--- config.mk ---
export PLATFORM = sky130hd
export DESIGN_NAME = i2c_bus_clear
export DESIGN_NICKNAME = d
export VERILOG_FILES = /design/src/rtl/i2c_bc_pkg.sv /design/src/rtl/i2c_bc_sync.sv /design/src/rtl/i2c_bc_tick.sv /design/src/rtl/i2c_bc_seq.sv /design/src/rtl/i2c_bus_clear.sv
export SDC_FILE = /design/constraint.sdc
export NUM_CORES = 1
export LEC_CHECK = 0
export BUFFER_PORTS_ARGS = -buffer_cell sky130_fd_sc_hd__buf_2
export CELL_PAD_IN_SITES_DETAIL_PLACEMENT = 1
export CELL_PAD_IN_SITES_GLOBAL_PLACEMENT = 1
export CORE_UTILIZATION = 44
export CTS_CLUSTER_DIAMETER = 150
export DETAILED_ROUTE_END_ITERATION = 10
export PLACE_DENSITY = 0.78
export SLEW_MARGIN = 20
export SYNTH_ARGS = -nofsm -noshare
export SYNTH_HDL_FRONTEND = slang
export SYNTH_SLANG_ARGS = --single-unit
--- constraint.sdc ---
create_clock -name clk -period 2.25 [get_ports clk]
set_input_delay 0.675 -clock clk [delete_from_list [all_inputs] [get_ports clk]]
set_output_delay 0.675 -clock clk [all_outputs]
set_load 0.01 [all_outputs]
--- src/rtl/i2c_bc_pkg.sv ---
package i2c_bc_pkg;
    typedef enum logic [1:0] {
        BC_IDLE  = 2'd0,
        BC_SETUP = 2'd1,
        BC_LOW   = 2'd2,
        BC_HIGH  = 2'd3
    } bc_state_e;
endpackage

--- src/rtl/i2c_bc_sync.sv ---
module i2c_bc_sync #(
    parameter int WIDTH = 2
) (
    input  logic             clk,
    input  logic             rst_n,
    input  logic [WIDTH-1:0] async_i,
    output logic [WIDTH-1:0] sync_o
);
    for (genvar g = 0; g < WIDTH; g++) begin : g_bit
        logic meta_q, meta_d, stab_q, stab_d;
        always_comb begin
            meta_d = async_i[g];
            stab_d = meta_q;
        end
        // idle bus lines read high
        always_ff @(posedge clk or negedge rst_n) begin
            if (!rst_n) begin
                meta_q <= 1'b1;
                stab_q <= 1'b1;
            end else begin
                meta_q <= meta_d;
                stab_q <= stab_d;
            end
        end
        assign sync_o[g] = stab_q;
    end
endmodule

--- src/rtl/i2c_bc_tick.sv ---
module i2c_bc_tick #(
    parameter int CLK_PER_US = 125
) (
    input  logic clk,
    input  logic rst_n,
    input  logic clr_i,
    output logic tick_o
);
    localparam int CW = (CLK_PER_US > 1) ? $clog2(CLK_PER_US) : 1;
    localparam logic [CW-1:0] LAST = CW'(CLK_PER_US - 1);

    logic [CW-1:0] cnt_q, cnt_d;

    always_comb begin
        if (clr_i || cnt_q == LAST) cnt_d = '0;
        else                        cnt_d = cnt_q + 1'b1;
    end

    always_ff @(posedge clk or negedge rst_n) begin
        if (!rst_n) cnt_q <= '0;
        else        cnt_q <= cnt_d;
    end

    assign tick_o = !clr_i && (cnt_q == LAST);
endmodule

--- src/rtl/i2c_bc_seq.sv ---
module i2c_bc_seq
    import i2c_bc_pkg::*;
#(
    parameter int SETUP_US    = 1,
    parameter int HALF_US     = 10,
    parameter int PULSE_COUNT = 9
) (
    input  logic clk,
    input  logic rst_n,
    input  logic start_i,
    input  logic tick_i,
    input  logic sda_s_i,
    output logic tick_clr_o,
    output logic active_o,
    output logic scl_pull_o,
    output logic done_o,
    output logic pulsed_o,
    output logic still_low_o
);
    localparam int UMAX = (SETUP_US > HALF_US) ? SETUP_US : HALF_US;
    localparam int UW   = $clog2(UMAX + 1);
    localparam int PW   = $clog2(PULSE_COUNT + 1);
    localparam logic [UW-1:0] SETUP_LAST = UW'(SETUP_US - 1);
    localparam logic [UW-1:0] HALF_LAST  = UW'(HALF_US - 1);
    localparam logic [PW-1:0] PULSE_LAST = PW'(PULSE_COUNT - 1);

    typedef struct packed {
        bc_state_e     st;
        logic [UW-1:0] us;
        logic [PW-1:0] pc;
        logic          pend;
        logic          done;
        logic          pulsed;
        logic          still;
    } seq_t;

    seq_t q, d;

    always_comb begin
        d      = q;
        d.done = 1'b0;
        unique case (q.st)
            BC_IDLE: begin
                if (start_i || q.pend) begin
                    d.st     = BC_SETUP;
                    d.us     = '0;
                    d.pc     = '0;
                    d.pend   = 1'b0;
                    d.pulsed = 1'b0;
                    d.still  = 1'b0;
                end
            end
            BC_SETUP: begin
                if (tick_i) begin
                    if (q.us == SETUP_LAST) begin
                        d.us = '0;
                        if (!sda_s_i) begin
                            d.pulsed = 1'b1;
                            d.st     = BC_LOW;
                        end else begin
                            d.st   = BC_IDLE;
                            d.done = 1'b1;
                        end
                    end else begin
                        d.us = q.us + 1'b1;
                    end
                end
            end
            BC_LOW: begin
                if (tick_i) begin
                    if (q.us == HALF_LAST) begin
                        d.us = '0;
                        d.st = BC_HIGH;
                    end else begin
                        d.us = q.us + 1'b1;
                    end
                end
            end
            BC_HIGH: begin
                if (tick_i) begin
                    if (q.us == HALF_LAST) begin
                        d.us = '0;
                        if (q.pc == PULSE_LAST) begin
                            d.still = !sda_s_i;
                            d.st    = BC_IDLE;
                            d.done  = 1'b1;
                        end else begin
                            d.pc = q.pc + 1'b1;
                            d.st = BC_LOW;
                        end
                    end else begin
                        d.us = q.us + 1'b1;
                    end
                end
            end
            default: d.st = BC_IDLE;
        endcase
    end

    always_ff @(posedge clk or negedge rst_n) begin
        if (!rst_n) begin
            q.st     <= BC_IDLE;
            q.us     <= '0;
            q.pc     <= '0;
            q.pend   <= 1'b1;
            q.done   <= 1'b0;
            q.pulsed <= 1'b0;
            q.still  <= 1'b0;
        end else begin
            q <= d;
        end
    end

    assign tick_clr_o  = (q.st == BC_IDLE);
    assign active_o    = (q.st != BC_IDLE);
    assign scl_pull_o  = (q.st == BC_LOW);
    assign done_o      = q.done;
    assign pulsed_o    = q.pulsed;
    assign still_low_o = q.still;


    done_single_chk: assert property (@(posedge clk) disable iff (!rst_n)
        done_o |=> !done_o);


    pulse_bound_chk: assert property (@(posedge clk) disable iff (!rst_n)
        active_o |-> (q.pc < PW'(PULSE_COUNT)));


    busy_end_done_chk: assert property (@(posedge clk) disable iff (!rst_n)
        $fell(active_o) |-> done_o);


    low_after_pulsed_chk: assert property (@(posedge clk) disable iff (!rst_n)
        scl_pull_o |-> pulsed_o);
endmodule

--- src/rtl/i2c_bus_clear.sv ---
module i2c_bus_clear #(
    parameter int CLK_PER_US  = 125,
    parameter int SETUP_US    = 1,
    parameter int HALF_US     = 10,
    parameter int PULSE_COUNT = 9
) (
    input  logic clk,
    input  logic rst_n,
    input  logic start_i,
    input  logic scl_in_i,
    input  logic sda_in_i,
    input  logic ctrl_scl_oe_i,
    input  logic ctrl_sda_oe_i,
    output logic scl_oe_o,
    output logic sda_oe_o,
    output logic ctrl_own_o,
    output logic busy_o,
    output logic done_o,
    output logic pulsed_o,
    output logic still_low_o
);
    logic [1:0] line_s;
    logic       tick, tick_clr, active, scl_pull;

    i2c_bc_sync #(.WIDTH(2)) u_sync (
        .clk     (clk),
        .rst_n   (rst_n),
        .async_i ({scl_in_i, sda_in_i}),
        .sync_o  (line_s)
    );

    i2c_bc_tick #(.CLK_PER_US(CLK_PER_US)) u_tick (
        .clk    (clk),
        .rst_n  (rst_n),
        .clr_i  (tick_clr),
        .tick_o (tick)
    );

    i2c_bc_seq #(
        .SETUP_US    (SETUP_US),
        .HALF_US     (HALF_US),
        .PULSE_COUNT (PULSE_COUNT)
    ) u_seq (
        .clk         (clk),
        .rst_n       (rst_n),
        .start_i     (start_i),
        .tick_i      (tick),
        .sda_s_i     (line_s[0]),
        .tick_clr_o  (tick_clr),
        .active_o    (active),
        .scl_pull_o  (scl_pull),
        .done_o      (done_o),
        .pulsed_o    (pulsed_o),
        .still_low_o (still_low_o)
    );

    // ownership mux: recovery never pulls SDA
    always_comb begin
        ctrl_own_o = !active;
        busy_o     = active;
        if (active) begin
            scl_oe_o = scl_pull;
            sda_oe_o = 1'b0;
        end else begin
            scl_oe_o = ctrl_scl_oe_i;
            sda_oe_o = ctrl_sda_oe_i;
        end
    end


    sda_free_chk: assert property (@(posedge clk) disable iff (!rst_n)
        !ctrl_own_o |-> !sda_oe_o);


    pulsed_in_run_chk: assert property (@(posedge clk) disable iff (!rst_n)
        $rose(pulsed_o) |-> busy_o);


    done_idle_chk: assert property (@(posedge clk) disable iff (!rst_n)
        done_o |-> (!busy_o && ctrl_own_o));
endmodule

== After elaboration in Yosys (flattened, before gate mapping) ==
Index checks and enable logic that the tools add are counted.
Storage, ports and cells
  logic and storage cells: 78
  output and inout port bits: 7
  register bits: 23
Cells by class
  reductions and logical operators: 17
  muxes and demuxes: 32
  $add $sub $neg: 3
  equality and inequality tests: 16
Operator list (number)
  $pmux 6 s4: 1
  $mux 2: 8
  $mux 4: 4
  $reduce_and 5->1: 3
  $mux 6: 2
  $mux 11: 1
  $mux 1: 10
  $mux 10: 1
  $ne 2x1->1 const B: 5
  $ne 2x2->1 const B: 5
  $add 4x1->4 const B: 2
  $eq 4x4->1 const B: 2
  $pmux 4 s2: 1
  $add 7x1->7 const B: 1
  $eq 7x7->1 const B: 1
  $mux 7: 1
  $reduce_and 7->1: 1
  $pmux 1 s2: 3
  $reduce_bool 2->1: 3
  $eq 2x2->1 const B: 2
  $logic_not 4->1: 1
  $reduce_and 4->1: 1
  $logic_not 1->1: 3
  $eq 2x1->1 const B: 1
  other kinds (4): 5

== Longest topological paths before layout ==
  word-level depth: 5
  gate-level depth with buffers: 7

== By module ==
From an unflattened synthesis, not the netlist that was laid out.
Second synthesis, totals
  cell total of the unflattened synthesis: 135
  area, all modules: 1397.6 um^2
Modules (own cells, without submodules)
  i2c_bc_seq: instances 1, seq. area each 351.6 um^2, area each 900.9 um^2, cells each 90
  i2c_bc_tick: instances 1, seq. area each 175.2 um^2, area each 349.1 um^2, cells each 36
  i2c_bc_sync: instances 1, seq. area each 105.1 um^2, area each 120.1 um^2, cells each 6
  i2c_bus_clear: instances 1, seq. area each 0.0 um^2, area each 27.5 um^2, cells each 3

== Least setup slack after synthesis ==
No wires, ideal clock.
  kind: register to output
  from: register u_seq.q[12] (netlist name)
  to: output port sda_oe_o
  path buffers: 2
  setup slack: 537 ps
  required time: 1575 ps
  arrival: 1038 ps
  stages on the path, launching flop included: 6
  cell sequence: dfrtp_1 buf_6 or2_1 buf_6 clkinv_8 and2_1
On the way
  cells in the longest elaborated chain, start to end: 2
RTL lines
  start, declared: line i2c_bc_seq.sv:37  | seq_t q, d;
  $reduce_bool 2->1: line i2c_bc_seq.sv:115  | assign active_o = (q.st != BC_IDLE);
  net busy_o: line i2c_bus_clear.sv:17  | output logic busy_o,
  $mux 1: line i2c_bus_clear.sv:61  | if (active) begin
  end, declared: line i2c_bus_clear.sv:15  | output logic sda_oe_o,
The timed path passes the listed nets, and every way through them passes these cells.

== Final worst setup path ==
  from: register u_seq.q[13] (netlist name)
  to: output port sda_oe_o
On the way
  cells in the longest elaborated chain, start to end: 2
RTL lines (line)
  $reduce_bool 2->1: i2c_bc_seq.sv:115
  $mux 1: i2c_bus_clear.sv:61
No other way between the ends.

==> key figures <==
CTS
  – CTS root buf: clkbuf_4
  – CTS Hold Bufs: 0
  – CTS resizes: 0
  – Clock insertion delay at the later pin of the skew report: 0.31 ns
  – Cts bufs inserted: 3
  – CTS tree: built
  – Post-CTS setup buffer count: 0
  – Clock Tree Buf Depth: 2
  – Clock slew at reported path FFs: between 0.1 and 0.15 ns
  – Htree depth: 1
  – Clock Sinks: 23

Floorplanning
  – Die area: approximately 3200 µm²
  – I/O pin total: 14
  – Core area: between 2000 and 3000 µm²
  – DIE WIDTH: approximately 56 µm
  – Row cnt: 19
  – DIE HEIGHT: between 50 and 60 µm
  – Initial Util: a little under half

Critical path
  – Worst Reg-to-Reg Cells: 6
  – Worst setup path category: reg2out
  – Data arrival time of the worst path: ~1.5 ns
  – Worst r2r src: u_seq.q[9]$_DFFE_PN0P_
  – Crit. Startpoint: u_seq.q[13]$_DFFE_PN0P_
  – CP Launch Type: register
  – WP data required: around 1.6 ns
  – Worst Setup End Kind: output pin
  – Critical path fanouts, max: 8

Global routing
  – GRT Total Usage: 20.7%
  – First-pass GRT wire length: 5060 µm
  – Initial antenna violation count: 0
  – Vias in the first global route: 1108
  – Remaining global-route overflow: 0
  – Pin count of the biggest net entering global routing: 24

STA
  – Worst-margin pin slew: 0.526 ns
  – F_max: about 470 MHz
  – RSZ-0062 raised after global routing: no
  – Setup skew after layout: 0.000973 ns
  – Final-report setup violation count: 0
  – Slew Viols, Final: 0
  – TNS Setup: 0 ns
  – Final period utilization: 94.3%
  – Headroom to the max-slew limit: 64.9%
  – Setup ws final: 0.127 ns
  – Final hold violations: 0
  – Worst Hold Slack: between 0.3 and 0.4 ns
  – Post-route minimum period: roughly 2.1 ns

Layout
  – Storage element area: 579 µm²
  – Fillers: 324
  – Ant diodes: 0
  – Area growth syn-to-layout: 9.41%
  – Nets: between 150 and 200
  – Leading cell types in the layout, fill and taps excluded: 20 x dfrtp_1, 13 x nor2_1, 12 x buf_2
  – Layout cells sized above 1: 18.4%
  – Multi-input gate area: about 640 µm²
  – Commonest non-fill, non-tap cell in the layout: dfrtp_1

Detailed routing
  – Via count: 1008
  – Wire length on met2: 1390 µm
  – Max layer used: met4
  – Remaining DRCs: 0
  – Initial DRC Count: 11
  – Via density: 5.66
  – Metal3 WL: around 48 µm
  – Post-route ant nets: 0
  – M1 wire length: 1290 µm
  – WL final: 2770 µm
  – WL/cell: 15.5 µm
  – Initial DRT Pass Iterations: 2

Synth
  – Sequential-to-total area share from yosys stat: 44.9%
  – Post-Syn Instances: 131
  – Syn nets: between 100 and 150
  – Synth Warn #: 0
  – Cell Area, Synth: 1290 µm²
  – Post-synthesis register bit count: 23
  – Yosys cell types: 36
  – Post-Syn Area per Cell: 9.85 µm²

Power
  – Internal: 0.000497 W
  – VDD IR max: 0.296 mV
  – PwrDens: 463 nW/µm²
  – Sw power: 0.000157 W
  – Sequential group share of total power: between 60% and 70%
  – Power share of the combinational group: 3.7%
  – Sw frac: 24.0%
  – Leakage: around 0.62 nW
  – Clock share of power: between 30% and 40%

Placed design
  – IO Port Bufs: 12
  – Place WS: 0.388 ns
  – RePlAce Congestion: 0.755
  – Dpl hpwl: about 2100 µm

Hold path
  – Hold Path Class: in2async

Flow run
  – Max-Cap Viols: 0

Outcome
  – Status: finished clean
[area by class of cell]
cell class	instances	area share, %
Timing Repair Buffer	14	5.32
Inverter	11	3.81
Tap cell	31	2.75
Clock inverter	1	0.355
Sequential cell	23	41.0
Multi-Input combinational cell	95	45.1
Clock buffer	3	1.60
[path summary, 6_finish.rpt]
| check | endpoint | slack (ns) |
|---|---|---|
| setup reg to reg | u_seq.q[7]$_DFFE_PN0P_ | 0.39 |
| hold / removal | u_seq.done_o$_DFF_PN0_ | 0.31 |
| max in group asynchronous | u_sync.g_bit[0].stab_q$_DFF_PN1_ | 1.57 |
| hold reg to reg | u_sync.g_bit[0].stab_q$_DFF_PN1_ | 0.37 |
| min in group clk | u_sync.g_bit[0].stab_q$_DFF_PN1_ | 0.37 |
| setup / recovery | sda_oe_o | 0.13 |
[synth_stat cells, drive strengths merged]
library cell  number  area (µm²)
or3                1        6.26
ha                 7        87.6
buf                2        22.5
o31ai              4        30.0
nand3b             3        22.5
inv               10        37.5
o22a               1        8.76
and2               5        32.5
nand3              7        40.0
nand2              8        30.0
nand2b             2        12.5
a31oi              1        6.26
o211ai             2        15.0
o21ai             11        55.1
or2                1        6.26
a21o               2        15.0
dfrtp             20         500
a41oi              1        27.5
o311ai             2        17.5
and3b              1        8.76
xnor2              1        8.76
nor4               2        12.5
nor2              13        48.8
clkinv             1        16.3
dfstp              3        78.8
or4                2        15.0
xor2               5        43.8
or4bb              1        11.3
a21oi              6        30.0
a221o              1        10.0
nor3               2        10.0
nand4              1        6.26
and4               1        10.0
and3               1        6.26
[registers in the layout, indices dropped and copies added (netlist names)]
| name | cells |
|---|---|
| u_seq.done_o | 1 |
| u_seq.pulsed_o | 1 |
| u_seq.q | 11 |
| u_seq.still_low_o | 1 |
| u_sync.g_bit.meta_q | 1 |
| u_sync.g_bit.stab_q | 1 |
| u_tick.cnt_q | 7 |
[power by group through the flow]
stage / Sequential, W / Clock, W / Combinational (W)
floorplan: 0.000434 / 0 / 0.00000771
global placement: 0.000434 / 0 / 0.0000239
detailed placement: 0.000435 / 0 / 0.0000252
CTS: 0.000427 / 0.000208 / 0.0000252
global route: 0.000428 / 0.000222 / 0.0000285
finish: 0.000427 / 0.000202 / 0.0000244
[critical path, stage by stage, from the launching register on]
cell and delay [ns]:
dfrtp_1 0.49, or2_4 0.33, clkinv_8 0.07, and2_1 0.12
buf_2 0.12
[per-stage QoR]
step / std cells / power (W) / area [µm²] / utilization (%)
after global placement: 174 / 0.000458 / 1380 / 50.1
after CTS: 178 / 0.000660 / 1410 / 51.1
after global routing: 178 / 0.000679 / 1410 / 51.2
final: 178 / 0.000654 / 1410 / 51.2
after floorplan: 131 / 0.000441 / 1290 / -
after detailed placement: 174 / 0.000460 / 1380 / 50.1
[metal layers]
layer / global-route usage, % / vias to the layer above
met5: 0 / -
met4: 6.97 / 0
met3: 3.26 / 4
met2: 37.1 / 10
met1: 25.3 / 500
li1: - / 494
[kinds of logic after synthesis]
family          count (synthesis)  share of synthesized area (%)
compound gates                 31                           16.7
xor+xnor                        6                           4.07
fa+ha+maj                       7                           6.79
buf+inv                        13                           5.92
flops                          23                           44.9
simple gates                   51                           21.6
No activity file was read; power rests on OpenSTA's default activity.
